--- src/rtl/dac_ctrl_pkg.sv ---
package dac_ctrl_pkg;
  localparam int ADDR_W = 12;
  localparam int DATA_W = 32;

  // global word addresses
  localparam logic [ADDR_W-1:0] A_CFG   = 12'h00C;
  localparam logic [ADDR_W-1:0] A_RST   = 12'h040;
  localparam logic [ADDR_W-1:0] A_CTRL1 = 12'h044;
  localparam logic [ADDR_W-1:0] A_CTRL2 = 12'h048;
  localparam logic [ADDR_W-1:0] A_STAT  = 12'h074;

  // channel windows: 0x400..0x7FF, 0x40 bytes each
  localparam int WIN_LG     = 6;
  localparam int WIDX_W     = WIN_LG - 2;
  localparam int CHIDX_W    = 4;
  localparam int TONE_WORDS = 4;
  localparam int SEL_W      = 4;
  localparam int SEL_WORD   = 6;

  // bit positions
  localparam int B_NOTONE = 6;
  localparam int B_MODE   = 4;
  localparam int B_LOCK   = 17;

  typedef enum logic [SEL_W-1:0] {
    SRC_TONE   = 4'd0,
    SRC_STREAM = 4'd2
  } src_sel_e;

  function automatic logic in_window(input logic [ADDR_W-1:0] a);
    return a[ADDR_W-1:ADDR_W-2] == 2'b01;
  endfunction
endpackage

--- src/rtl/dac_lock_sync.sv ---
module dac_lock_sync #(
  parameter int STAGES = 2
) (
  input  logic clk,
  input  logic rst_n,
  input  logic din,
  output logic dout
);
  logic [STAGES-1:0] chain_q;

  always_ff @(posedge clk or negedge rst_n) begin
    if (!rst_n) chain_q <= '0;
    else        chain_q <= {chain_q[STAGES-2:0], din};
  end

  assign dout = chain_q[STAGES-1];
endmodule

--- src/rtl/dac_chan_bank.sv ---
module dac_chan_bank
  import dac_ctrl_pkg::*;
(
  input  logic                         clk,
  input  logic                         rst_n,
  input  logic                         wr_en,
  input  logic [WIDX_W-1:0]            widx,
  input  logic [DATA_W-1:0]            wdata,
  input  logic [WIDX_W-1:0]            ridx,
  output logic [DATA_W-1:0]            rd_word,
  output logic [TONE_WORDS*DATA_W-1:0] tone_flat,
  output logic [SEL_W-1:0]             sel
);
  logic [DATA_W-1:0] tone_q [TONE_WORDS];
  logic [SEL_W-1:0]  sel_q;

  for (genvar w = 0; w < TONE_WORDS; w++) begin : g_word
    always_ff @(posedge clk or negedge rst_n) begin
      if (!rst_n)                               tone_q[w] <= '0;
      else if (wr_en && widx == WIDX_W'(w))     tone_q[w] <= wdata;
    end
    assign tone_flat[w*DATA_W +: DATA_W] = tone_q[w];
  end

  always_ff @(posedge clk or negedge rst_n) begin
    if (!rst_n)                                 sel_q <= SRC_TONE;
    else if (wr_en && widx == WIDX_W'(SEL_WORD)) sel_q <= wdata[SEL_W-1:0];
  end

  assign sel = sel_q;

  always_comb begin
    rd_word = '0;
    for (int w = 0; w < TONE_WORDS; w++)
      if (ridx == WIDX_W'(w)) rd_word = tone_q[w];
    if (ridx == WIDX_W'(SEL_WORD)) rd_word = {{(DATA_W-SEL_W){1'b0}}, sel_q};
  end
endmodule

--- src/rtl/dac_ctrl_regs.sv ---
module dac_ctrl_regs
  import dac_ctrl_pkg::*;
#(
  parameter int NUM_CH      = 4,
  parameter bit TONE_ABSENT = 1'b0
) (
  input  logic                                clk,
  input  logic                                rst_n,
  input  logic                                wr_en,
  input  logic                                rd_en,
  input  logic [ADDR_W-1:0]                   addr,
  input  logic [DATA_W-1:0]                   wdata,
  output logic [DATA_W-1:0]                   rdata,
  output logic                                rvalid,
  input  logic                                lock_in,
  output logic                                clkmgr_rst_n,
  output logic                                core_rst_n,
  output logic                                sync_pulse,
  output logic                                indep_mode,
  output logic [NUM_CH*SEL_W-1:0]             ch_data_sel,
  output logic [NUM_CH*TONE_WORDS*DATA_W-1:0] ch_tone
);
  localparam int TONE_BUS = TONE_WORDS * DATA_W;

  logic [ADDR_W-1:0]  wa;
  logic [CHIDX_W-1:0] ch_idx;
  logic [WIDX_W-1:0]  w_idx;
  logic               win_hit;
  logic               unused_addr;

  assign wa          = {addr[ADDR_W-1:2], 2'b00};
  assign ch_idx      = addr[WIN_LG+CHIDX_W-1:WIN_LG];
  assign w_idx       = addr[WIN_LG-1:2];
  assign win_hit     = in_window(addr) && (32'(ch_idx) < NUM_CH);
  assign unused_addr = ^addr[1:0];

  // global registers
  logic [1:0] rst_q;
  logic       sync_q;
  logic       mode_q;
  logic       lock_s;

  always_ff @(posedge clk or negedge rst_n) begin
    if (!rst_n) begin
      rst_q  <= '0;
      sync_q <= 1'b0;
      mode_q <= 1'b0;
    end else begin
      sync_q <= wr_en && wa == A_CTRL1 && wdata[0];
      if (wr_en && wa == A_RST)   rst_q  <= wdata[1:0];
      if (wr_en && wa == A_CTRL2) mode_q <= wdata[B_MODE];
    end
  end

  dac_lock_sync #(.STAGES(2)) u_lock_sync (
    .clk  (clk),
    .rst_n(rst_n),
    .din  (lock_in),
    .dout (lock_s)
  );

  assign clkmgr_rst_n = rst_q[1];
  assign core_rst_n   = rst_q[1] & rst_q[0] & lock_s;
  assign sync_pulse   = sync_q;
  assign indep_mode   = mode_q;

  // channel windows
  logic [DATA_W-1:0] ch_rd [NUM_CH];

  for (genvar c = 0; c < NUM_CH; c++) begin : g_ch
    logic ch_wr;
    assign ch_wr = wr_en && win_hit && ch_idx == CHIDX_W'(c);

    dac_chan_bank u_bank (
      .clk      (clk),
      .rst_n    (rst_n),
      .wr_en    (ch_wr),
      .widx     (w_idx),
      .wdata    (wdata),
      .ridx     (w_idx),
      .rd_word  (ch_rd[c]),
      .tone_flat(ch_tone[c*TONE_BUS +: TONE_BUS]),
      .sel      (ch_data_sel[c*SEL_W +: SEL_W])
    );
  end

  // read mux
  logic [DATA_W-1:0] rd_mux;

  always_comb begin
    rd_mux = '0;
    if (win_hit) begin
      for (int c = 0; c < NUM_CH; c++)
        if (ch_idx == CHIDX_W'(c)) rd_mux = ch_rd[c];
    end else begin
      case (wa)
        A_CFG:   rd_mux[B_NOTONE] = TONE_ABSENT;
        A_RST:   rd_mux[1:0]      = rst_q;
        A_CTRL1: rd_mux[0]        = sync_q;
        A_CTRL2: rd_mux[B_MODE]   = mode_q;
        A_STAT:  rd_mux[B_LOCK]   = lock_s;
        default: rd_mux           = '0;
      endcase
    end
  end

  always_ff @(posedge clk or negedge rst_n) begin
    if (!rst_n) begin
      rdata  <= '0;
      rvalid <= 1'b0;
    end else begin
      rvalid <= rd_en;
      if (rd_en) rdata <= rd_mux;
    end
  end
endmodule

--- config.mk ---
export PLATFORM = sky130hd
export DESIGN_NAME = dac_ctrl_regs
export DESIGN_NICKNAME = d
export VERILOG_FILES = /design/src/rtl/dac_ctrl_pkg.sv /design/src/rtl/dac_lock_sync.sv /design/src/rtl/dac_chan_bank.sv /design/src/rtl/dac_ctrl_regs.sv
export SDC_FILE = /design/constraint.sdc
export NUM_CORES = 1
export LEC_CHECK = 0
export CAP_MARGIN = 40
export CORE_AREA = 3 3 235 237
export CTS_CLUSTER_SIZE = 10
export DETAILED_ROUTE_END_ITERATION = 10
export DIE_AREA = 0 0 238 240
export HOLD_SLACK_MARGIN = 0.03
export PLACE_DENSITY = 0.86
export REMOVE_ABC_BUFFERS = 1
export SLEW_MARGIN = 20
export SYNTH_ARGS = -nofsm -noshare
export SYNTH_HDL_FRONTEND = slang
export SYNTH_SLANG_ARGS = --single-unit
--- constraint.sdc ---
create_clock -name clk -period 3.7 [get_ports clk]
set_input_delay 0.555 -clock clk [delete_from_list [all_inputs] [get_ports clk]]
set_output_delay 0.555 -clock clk [all_outputs]
set_load 0.02 [all_outputs]
==> results.sh <==
export IMPL_status="finished, final reports clean"
export IMPL_start_util=0.477
export IMPL_antenna_found_initial=0
export IMPL_final_util=0.648
export IMPL_synth_area_leaders="dfrtp_1 56%, mux2_2 27%, o22ai_1 2.1%"
export IMPL_cts_setup_buffers=0
export IMPL_grt_pass1_wl_mm=145
export IMPL_ant_nets=0
export IMPL_worst_pin_slew_ps=822
export IMPL_dr_pass1_iters=5
export IMPL_syn_to_final_growth_pct=35.8
export IMPL_clk_pin_slew_worst_paths_ps=50
export IMPL_yosysTopAreaCellShare=0.556
export IMPL_drt_wl_total_mm=99.5
export IMPL_clock_latency_ps=590
export IMPL_worst_setup_path_end_kind="flop"
export IMPL_crit_start="addr[7]"
export IMPL_slowest_stage="clkdlybuf4s50_1"
export IMPL_wl_per_cell_um=31.0
export IMPL_gp_congestion=0.930
export IMPL_grt_ovfl_total=0
export IMPL_period_needed_ps=2810
export IMPL_gr_usage_all_layers=0.342
export IMPL_synthFlopType="dfrtp_1"
export IMPL_arrival_ps=3310
export IMPL_yosys_area_top_type="dfrtp_1"
export IMPL_dr_total_vias=20445
export IMPL_ys_async_sr_fraction=1.00
export IMPL_setup_viol=0
export IMPL_critPathKind="input port to flop"
export IMPL_cts_buffer_depth=3
export IMPL_critPathLaunchType="input port"
export IMPL_worst_ep_required_time_ps=4200
export IMPL_drive_above_1_share=0.339
export IMPL_row_count=85
export IMPL_grt_pass1_vias=21383
export IMPL_seq_area_frac_synth=0.556
export IMPL_layout_common_cells="619 x mux2_2, 608 x clkdlybuf4s50_1, 567 x dfrtp_1"
export IMPL_r2r_start="g_ch[1].u_bank.tone_flat[3]"
export IMPL_avgViaCountPerCell=6.37
export IMPL_htree_levels=3
export IMPL_power_mw=13.2
export IMPL_drt_iter0_drc=1775
export IMPL_cp_common_cell="o221ai_1"
export IMPL_max_freq_mhz=355
export IMPL_hold_path_startpoint="u_lock_sync.chain_q[0]"
export IMPL_rsz0062_at_grt="no"
export IMPL_syn_inst=1887
export IMPL_final_common_cell="mux2_2"
export IMPL_setup_tns_ps=0
export IMPL_ioPinCount=614
export IMPL_hpwl_mm=67.0
export IMPL_hold_class="flop to flop"
export IMPL_route_detailed_drc=0
export IMPL_rrSetupSlack_ps=1970
export IMPL_synth_edf_count=0
export IMPL_clk_root_buffer_cell="clkbuf_16"
export IMPL_ir_worst_vdd_mv=0.386
export IMPL_final_nets=2546
export IMPL_ys_ff_latch=567
export IMPL_fp_dieW_um=238
export IMPL_cts_tree="built"
export IMPL_synth_cell_types=57
export IMPL_die_y_um=240
export IMPL_cts_made_buffers=68
export IMPL_cp_cell_sequence="clkdlybuf4s50_1, or4_1, nor2_2, buf_4, o221ai_1, o221ai_1, a21oi_1, o2bb2ai_1"
export IMPL_core_area_sq_um=53500
export IMPL_synth_area_sq_um=25500
export IMPL_period_share=0.761
export IMPL_cts_sinks=567
export IMPL_maxSlewViolCount=0
export IMPL_io_buffers=611
export IMPL_dp_cells=3121
export IMPL_finClkSkew_ps=11.8
export IMPL_die_area_sq_um=57100
export IMPL_p_leak_nw=16.2
export IMPL_grt_max_degree=101
export IMPL_critPathMaxStageDelay_ps=760
export IMPL_worstPathMaxFanout=15
export IMPL_syn_avg_cell_area_sq_um=13.5
export IMPL_relSlewSlack=0.452
export IMPL_power_density_nw_per_um2=379
export IMPL_final_cell_count_no_fill=3208
export IMPL_finalHoldViolCount=0
export IMPL_yosysWarnings=0
export IMPL_maxCapViolCount=0
==> final cells by class <==
class | count | area [sq um]
Fill cell | 3774 | 18800
Antenna cell | 1 | 2.50
Sequential cell | 567 | 14200
Tap cell | 696 | 871
Clock buffer | 81 | 1850
Multi-Input combinational cell | 1151 | 10700
Clock inverter | 3 | 46.3
Timing Repair Buffer | 705 | 6980
Inverter | 4 | 15.0
==> per-layer routing <==
layer | share of wire | wire [um] | up-vias | track usage
met5 | 0 | 0 | - | 0
met4 | 0.054 | 5410 | 0 | 0.172
met3 | 0.10 | 10100 | 356 | 0.0939
met2 | 0.46 | 45900 | 1369 | 0.542
met1 | 0.38 | 38000 | 10498 | 0.438
li1 | - | - | 8222 | -
==> cells in the mapped netlist (all sizes together), types with 22 or more instances <==
| library cell | number |
|---|---|
| o21ai | 28 |
| buf | 84 |
| nor2 | 61 |
| o2bb2ai | 25 |
| nor2b | 29 |
| nor3 | 53 |
| mux2 | 625 |
| nand2 | 44 |
| a21oi | 32 |
| a211oi | 27 |
| mux4 | 22 |
| dfrtp | 567 |
| clkbuf | 81 |
| o221ai | 23 |
| o22ai | 86 |
==> cells by family (layout without fill, tap and decap cells) <==
| logic type | after synthesis | count (layout) | share of synthesized area |
|---|---|---|---|
| muxes | 660 | 660 | 0.300 |
| DFF | 567 | 567 | 0.556 |
| AOI/OAI and AO/OA | 256 | 256 | 0.0684 |
| and+or+nand+nor | 235 | 235 | 0.0474 |
| buffers and inverters | 169 | 793 | 0.0282 |
| other | 0 | 1 | 0 |
==> path summary, 6_finish.rpt <==
kind | to | cells past startpoint
worst max register to register | rdata[3] | 6
worst max-delay path | rdata[24] | 8
min in group asynchronous | rvalid | 2
max in group asynchronous | g_ch[2].u_bank.tone_flat[104] | 3
worst min-delay path | u_lock_sync.chain_q[1] | 0
worst min register to register | u_lock_sync.chain_q[1] | 0
==> where the power goes <==
group / internal [mW] / leakage, nW / switching [mW] / total (mW)
sequential: 6.25 / 7.90 / 0.0415 / 6.29
clock: 3.55 / 0.930 / 2.49 / 6.04
combinational: 0.277 / 7.40 / 0.540 / 0.817
==> sequential cells by signal, summed over array words and instances, names as in the netlist <==
register	cells
g_ch.u_bank.sel	16
u_lock_sync.chain_q	2
sync_pulse	1
rst_q	2
rvalid	1
rdata	32
g_ch.u_bank.tone_flat	512
indep_mode	1
==> what timing repair did <==
item / in CTS / in global routing
endpoints found under the hold margin: 14 / 0
hold buffers: 1 / 0
gates resized for setup: 0 / 0
==> through the flow <==
| step | setup slack (ps) | hold slack (ps) | cell area (sq um) |
|---|---|---|---|
| detailed placement | 436 | 346 | 32700 |
| finish | 886 | 362 | 34700 |
| floorplan | 397 | 259 | 24800 |
| global placement | 511 | 341 | 32700 |
| global route | 880 | 365 | 34700 |
| CTS | 1010 | 358 | 34600 |
==> critical path: cells and delay by family <==
family,cells,cell delay (ps)
compound gates,4,570
buf+inv,2,1050
simple gates,2,1140
Note: power is estimated with default switching activity, not from simulation.
